==> src/rtl/reload_pkg.sv <==
package reload_pkg;
  typedef enum logic [1:0] {
    CTL_ENABLE = 2'd0,
    CTL_SOURCE = 2'd1,
    CTL_TIMING = 2'd2,
    CTL_MARK   = 2'd3
  } ctl_sel_e;
  localparam int NUM_CTL = 4;
endpackage

==> src/rtl/reload_ctl_regs.sv <==
module reload_ctl_regs
  import reload_pkg::*;
#(
  parameter int NCH = 16
) (
  input  logic           clk,
  input  logic           rst_n,
  input  logic           bus_wr,
  input  logic [1:0]     bus_addr,
  input  logic [NCH-1:0] bus_wdata,
  input  logic [NCH-1:0] chan_run,
  output logic [NCH-1:0] en_o,
  output logic [NCH-1:0] src_o,
  output logic [NCH-1:0] mode_o,
  output logic [NCH-1:0] mark_o,
  output logic [NCH-1:0] rdata_o
);
  logic [NCH-1:0] ctl_q [NUM_CTL];
  logic [NCH-1:0] ctl_d [NUM_CTL];
  logic [NUM_CTL-1:0] ctl_we;

  for (genvar r = 0; r < NUM_CTL; r++) begin : g_ctl
    always_comb begin
      ctl_we[r] = bus_wr && (bus_addr == 2'(r));
      // stopped channels take the new bit, running channels keep theirs
      ctl_d[r]  = (bus_wdata & ~chan_run) | (ctl_q[r] & chan_run);
    end

    always_ff @(posedge clk or negedge rst_n) begin
      if (!rst_n) begin
        ctl_q[r] <= '0;
      end else if (ctl_we[r]) begin
        ctl_q[r] <= ctl_d[r];
      end
    end
  end

  assign en_o    = ctl_q[CTL_ENABLE];
  assign src_o   = ctl_q[CTL_SOURCE];
  assign mode_o  = ctl_q[CTL_TIMING];
  assign mark_o  = ctl_q[CTL_MARK];
  assign rdata_o = ctl_q[bus_addr];
endmodule

==> src/rtl/reload_trig_sel.sv <==
module reload_trig_sel #(
  parameter int NCH = 16
) (
  input  logic [NCH-1:0] en_i,
  input  logic [NCH-1:0] src_i,
  input  logic [NCH-1:0] mode_i,
  input  logic [NCH-1:0] mark_i,
  input  logic           start_i,
  input  logic           peak_i,
  input  logic [NCH-1:0] irq_i,
  output logic [NCH-1:0] fire_o
);
  logic chain_hit;
  assign chain_hit = |(irq_i & mark_i);

  for (genvar i = 0; i < NCH; i++) begin : g_fire
    logic master_evt;
    assign master_evt = mode_i[i] ? peak_i : start_i;
    assign fire_o[i]  = en_i[i] & (src_i[i] ? chain_hit : master_evt);
  end
endmodule

==> src/rtl/reload_chan_bank.sv <==
module reload_chan_bank #(
  parameter int NCH = 16,
  parameter int DW  = 16,
  parameter int CW  = 4
) (
  input  logic            clk,
  input  logic            rst_n,
  input  logic [NCH-1:0]  en_i,
  input  logic [NCH-1:0]  fire_i,
  input  logic            buf_wr,
  input  logic [CW-1:0]   buf_ch,
  input  logic [DW-1:0]   buf_wdata,
  output logic [NCH*DW-1:0] act_flat
);
  for (genvar i = 0; i < NCH; i++) begin : g_ch
    logic          hit;
    logic          open_wr;
    logic          buf_we;
    logic          act_we;
    logic [DW-1:0] buf_q, buf_d;
    logic [DW-1:0] act_q, act_d;

    always_comb begin
      hit     = buf_wr && (buf_ch == CW'(i));
      open_wr = hit && !en_i[i];
      buf_we  = hit;
      buf_d   = buf_wdata;
      act_we  = open_wr || fire_i[i];
      // a trigger moves the value staged before this edge
      act_d   = open_wr ? buf_wdata : buf_q;
    end

    always_ff @(posedge clk or negedge rst_n) begin
      if (!rst_n) begin
        buf_q <= '0;
      end else if (buf_we) begin
        buf_q <= buf_d;
      end
    end

    always_ff @(posedge clk or negedge rst_n) begin
      if (!rst_n) begin
        act_q <= '0;
      end else if (act_we) begin
        act_q <= act_d;
      end
    end

    assign act_flat[i*DW +: DW] = act_q;
  end
endmodule

==> src/rtl/sync_reload_ctrl.sv <==
module sync_reload_ctrl #(
  parameter  int NCH = 16,
  parameter  int DW  = 16,
  localparam int CW  = (NCH > 1) ? $clog2(NCH) : 1
) (
  input  logic              clk,
  input  logic              rst_n,
  input  logic              bus_wr,
  input  logic [1:0]        bus_addr,
  input  logic [NCH-1:0]    bus_wdata,
  output logic [NCH-1:0]    bus_rdata,
  input  logic [NCH-1:0]    chan_run,
  input  logic              buf_wr,
  input  logic [CW-1:0]     buf_ch,
  input  logic [DW-1:0]     buf_wdata,
  input  logic              start_pulse,
  input  logic              peak_pulse,
  input  logic [NCH-1:0]    chan_irq,
  output logic [NCH*DW-1:0] act_flat
);
  logic [NCH-1:0] en_q, src_q, mode_q, mark_q, fire;

  reload_ctl_regs #(.NCH(NCH)) u_regs (
    .clk(clk), .rst_n(rst_n), .bus_wr(bus_wr), .bus_addr(bus_addr),
    .bus_wdata(bus_wdata), .chan_run(chan_run),
    .en_o(en_q), .src_o(src_q), .mode_o(mode_q), .mark_o(mark_q),
    .rdata_o(bus_rdata)
  );

  reload_trig_sel #(.NCH(NCH)) u_trig (
    .en_i(en_q), .src_i(src_q), .mode_i(mode_q), .mark_i(mark_q),
    .start_i(start_pulse), .peak_i(peak_pulse), .irq_i(chan_irq),
    .fire_o(fire)
  );

  reload_chan_bank #(.NCH(NCH), .DW(DW), .CW(CW)) u_bank (
    .clk(clk), .rst_n(rst_n), .en_i(en_q), .fire_i(fire),
    .buf_wr(buf_wr), .buf_ch(buf_ch), .buf_wdata(buf_wdata),
    .act_flat(act_flat)
  );
endmodule

==> config.mk <==
export PLATFORM = sky130hd
export DESIGN_NAME = sync_reload_ctrl
export DESIGN_NICKNAME = d
export VERILOG_FILES = /design/src/rtl/reload_pkg.sv /design/src/rtl/reload_ctl_regs.sv /design/src/rtl/reload_trig_sel.sv /design/src/rtl/reload_chan_bank.sv /design/src/rtl/sync_reload_ctrl.sv
export SDC_FILE = /design/constraint.sdc
export NUM_CORES = 1
export LEC_CHECK = 0
export BUFFER_PORTS_ARGS = -buffer_cell sky130_fd_sc_hd__buf_2
export CORE_UTILIZATION = 38
export CTS_CLUSTER_SIZE = 24
export DETAILED_ROUTE_END_ITERATION = 7
export GPL_ROUTABILITY_DRIVEN = 0
export PLACE_DENSITY = 0.53
export SLEW_MARGIN = 30
export SYNTH_ARGS = -nofsm -noshare
export SYNTH_HDL_FRONTEND = slang
export SYNTH_HIERARCHICAL = 1
export SYNTH_SLANG_ARGS = --single-unit
==> constraint.sdc <==
create_clock -name clk -period 2.89 [get_ports clk]
set_input_delay 0.4335 -clock clk [delete_from_list [all_inputs] [get_ports clk]]
set_output_delay 0.4335 -clock clk [all_outputs]
set_load 0.02 [all_outputs]
* Word-level counts from Yosys, hierarchy flattened *
Cells that the tools add are included.

word-level totals
  register bits after elaboration = 576
  bits in latches = 0
  bits of input ports = 76
  logic and storage cells = 205
  RAM bits = 0
  memories kept = 0
  memory bits (read-only) = 0

operators by class
  $mul = 0
  multiplexer cells = 51
  reduce and logical (&&, ||, !) cells = 71
  bitwise operators = 28
  order comparisons = 1
  add/sub/neg operators = 0
  shift operators = 0
  equal/unequal tests = 18
  div/mod/pow operators = 0

operator list
  operator              count
  $mux W16              18
  $and A16 B16 Y16      6
  $or A16 B16 Y16       4
  $logic_and A1 B1 Y1   36
  $bmux W16 S2          1
  $eq A4 B4 Y1 const B  8
  $mux W1               32
  $and A1 B1 Y1         16
  $eq A4 B3 Y1 const B  4
  $logic_not A1 Y1      16
  $logic_or A1 B1 Y1    16
  $not A16 Y16          1
  $reduce_or A16 Y1     1
  $eq A4 B2 Y1 const B  2
  $eq A2 B2 Y1 const B  2
  $eq A4 B1 Y1 const B  1
  $logic_not A4 Y1      1
  $ge A3 B3 Y1 const B  1
  $not A2 Y3            1
  $eq A2 B1 Y1 const B  1
  $logic_not A2 Y1      1

* Logic depth before layout (Yosys ltp) *
  depth in word-level cells = 5
  depth in mapped cells = 10

* Cells and area by module *
Netlist, hierarchy kept.

modules (own cells, without submodules)
  module            area an instance (µm²)  cells an instance  times used
  reload_chan_bank  22376.5                 1605               1
  reload_ctl_regs   3841.2                  233                1
  reload_trig_sel   520.5                   61                 1

* Worst setup path after synthesis *
OpenSTA, ideal clock, no wires.

  path type = input -> register
  from = in chan_irq[3]
  to = reg u_bank.g_ch[3].act_q[10]
  required time = 2.762 ns
  buffers on the path = 4
  arrival = 2.422 ns
  stages = 10
  setup time = 0.128 ns
  setup slack = 0.341 ns
  cell sequence = a22o_1 -> a221oi_2 -> and4_1 -> buf_6 -> buf_12 -> a21oi_2 -> clkbuf_1 -> clkbuf_1 -> mux2_2 -> mux2_1

on the way
  longest elaborated chain between the ends = 5

ends and longest elaborated chain
  what                  RTL line                text
  start, declared       sync_reload_ctrl.sv:18  input logic [NCH-1:0] chan_irq,
  $and A16 B16 Y16      reload_trig_sel.sv:14   assign chain_hit = |(irq_i & mark_i);
  $reduce_or A16 Y1     reload_trig_sel.sv:14
  $mux W1               reload_trig_sel.sv:19   assign fire_o[i] = en_i[i] & (src_i[i] ? chain_hit : master_evt);
  $and A1 B1 Y1         reload_trig_sel.sv:19
  net fire[3]           sync_reload_ctrl.sv:21  logic [NCH-1:0] en_q, src_q, mode_q, mark_q, fire;
  $logic_or A1 B1 Y1    reload_chan_bank.sv:28  act_we = open_wr || fire_i[i];
  end signal, assigned  reload_chan_bank.sv:45  act_q <= act_d;
  end, declared         reload_chan_bank.sv:21  logic [DW-1:0] act_q, act_d;

The timed path passes the listed nets, and every way through them passes these cells.
A chain may end at the register's enable or synchronous reset.

==> impl_metrics.toml <==
[route]
vias = 17200
drtAntennaViolNets = 0
first_pass_iters = 5
drc = 0
vias_per_cell = 5.40
detail_route.wl_per_cell_um = 25.0
first_iter_violations = 943
wirelength_mm = 79.6

[die]
die_area_um2 = 71400
die-height_um = 267
die_x_um = 267
start_util_pct = 38.7
core_um2 = 69100
ios = 348
row_count = 96

[flow_run]
drv_cap = 0

[timing]
skew_ns = 0.0184
drv_slew = 0
period_share_pct = 93.7
max_slew_margin_pct = 33.6
finalCriticalPeriod_ns = 2.71
worst_pin_slew_ns = 0.995
fmax_ghz = 0.369
final-hold-violation-count = 0
finalSetupViolations = 0
tns_ns = 0
rsz0062_at_grt = "false"

[clock_network]
clock_sinks = 576
cts_buffers = 67
clockRootBuffer = "clkbuf_16"
clk_latency_ns = 0.60
cts_tree = "yes"
clk_pin_slew_ns = 0.06
ctsHoldBuffers = 1
postCtsSetupBuffers = 0
post_cts_resized = 0
htreeDepth = 3
clock_path_buffers = 3

[global_routing]
grt_pass1_vias = 18000
grt_max_degree = 96
grt_pass1_wl_mm = 119
grt_overflow_total = 0
track_usage_pct = 22.4
antenna_found_initial = 5

[critical_path]
crit_family = "buffers and inverters"
critPathMaxFanout = 16
worst-path-buf-inv = 3
slowest_stage = "dfrtp_1"
crit_path_end_kind = "flip-flop"
cp-start-kind = "flip-flop"
path_class = "flip-flop to flip-flop"
cp_slowest_stage_delay_ns = 0.43
crit_required_ns = 3.36
cp.arrival_ns = 3.17
worstPathCellList = "a22o_1 -> a221oi_2 -> and4_1 -> buf_4 -> buf_4 -> a21oi_2 -> buf_4 -> mux2_2 -> mux2_1"
crit_path_frequent_cell = "buf_4"

[yosys]
ys_seq_elements = 576
synth.top_cell.area_share_pct = 53.9
syn-num-nets = 1975
synth-edff-count = 0
syn_area_per_cell_um2 = 14.1
async_flop_share_pct = 100
syn_inst = 1899
synth_ff_type = "dfrtp_1"
synth_area_leaders = "dfrtp_1 54%, mux2_2 24%, mux2i_1 4.2%"
synth_top_area_cell = "dfrtp_1"
yosysWarnings = 6
synth_area_um2 = 26700
seq_area_frac_synth_pct = 53.9
yosysUniqueCellTypes = 37

[cells_and_area]
syn_to_final_growth_pct = 18.7
fin_nets = 2274
fill_cells = 6249
final_common_cell = "dfrtp_1"
multi_input_comb_area_um2 = 11400
post-route-util_pct = 45.9
layout_common_cells = "576 x dfrtp_1, 561 x mux2_2, 343 x buf_2"
drive_gt1_share_pct = 53.4
register_area_um2 = 14400

[pwr]
p_sw_w = 0.0110
leakage_nw = 14.0
internal_power_w = 0.0207
comb_power_share_pct = 34.2
power_frac_clock_pct = 26.6
peakVddDrop_mv = 0.512
power.density_nw_per_um2 = 1000
seqPwrFrac_pct = 39.2
switching_share_pct = 34.8

[placed_design]
dp_hpwl_mm = 53.2
port-buffer-count = 347

[run_status]
status = "complete, no violations"

[worst_hold_path]
min-delay-path-class = "input port to flip-flop"
[power by group through the flow]
stage | combinational (W) | sequential, W | clock (W)
2_1_floorplan | 0.00493 | 0.0144 | 0
3_3_place_gp | 0.0108 | 0.0125 | 0
3_5_place_dp | 0.0110 | 0.0126 | 0
4_1_cts | 0.0110 | 0.0125 | 0.00867
5_1_grt | 0.0116 | 0.0128 | 0.00898
6_report | 0.0109 | 0.0124 | 0.00843
[kinds of logic (layout without fill, tap and decap cells)]
group	Yosys count	in the layout	synth area share, %
other cells	0	2	0
buf+inv	202	549	3.65
flops	576	576	53.9
mux	752	752	32.2
simple gates	217	217	7.07
compound gates	152	152	3.19
[per-layer routing]
metal | wire (um) | vias to the layer above | GRT usage, %
met4 | 2560 | 6 | 7.61
met5 | 41 | - | 0
met2 | 37800 | 388 | 35.7
met3 | 4450 | 126 | 5.46
li1 | - | 7670 | -
met1 | 34700 | 8961 | 29.6
[final cells by class]
cell class / instances / area share [%]
tap: 931 / 3.67
timing repair buffer: 432 / 8.02
clock inverter: 14 / 0.576
sequential: 576 / 45.4
multi-input combinational: 1121 / 36.0
clock buffer: 103 / 6.32
antenna: 2 / 0.0158
[synthesized netlist by cell type (3+ instances only)]
library cell    n
buf_1          20
dfrtp_1       576
a21oi_1       118
and4bb_2       25
mux2_2        561
nand4b_1       16
a221oi_2        4
or3_1          11
mux2_4         26
buf_4          12
mux2_1         37
nor4b_4        16
and4bb_1        7
mux4_2         16
or4_1           4
o21ai_0        16
clkbuf_1      125
nor4_1        112
nor3_2          3
buf_6          16
a22o_1          4
buf_2          26
mux2i_1       112
nor2_1          9
a21oi_2        10
[path summary, 6_finish.rpt]
kind,start,endpoint,slack (ns),cells past startpoint
max in group asynchronous,rst_n,u_bank/g_ch[5].act_q[1],1.60,3
worst min register to register,u_bank/g_ch[4].buf_q[7],u_bank/g_ch[4].buf_q[7],0.50,1
min in group asynchronous,rst_n,async pin,0.37,2
worst min-delay path,bus_wdata[14],flip-flop,0.10,2
worst max register to register,flip-flop,u_bank/g_ch[3].act_q[10],0.18,9
worst max-delay path,flip-flop,u_bank/g_ch[3].act_q[10],0.18,9
[through the flow]
step           setup slack, ns  area [um^2]  hold slack (ns)  cells  power, W
6_report                 0.182        31700            0.104   3179    0.0317
3_3_place_gp            0.0687        29500            0.431   3059    0.0232
2_1_floorplan            0.341        26700            0.138   1899    0.0193
5_1_grt                 0.0912        31700           0.0897   3178    0.0334
4_1_cts                  0.157        31700           0.0687   3177    0.0322
3_5_place_dp            0.0625        29500            0.439   3059    0.0236
(Power assumes the default switching activity.)
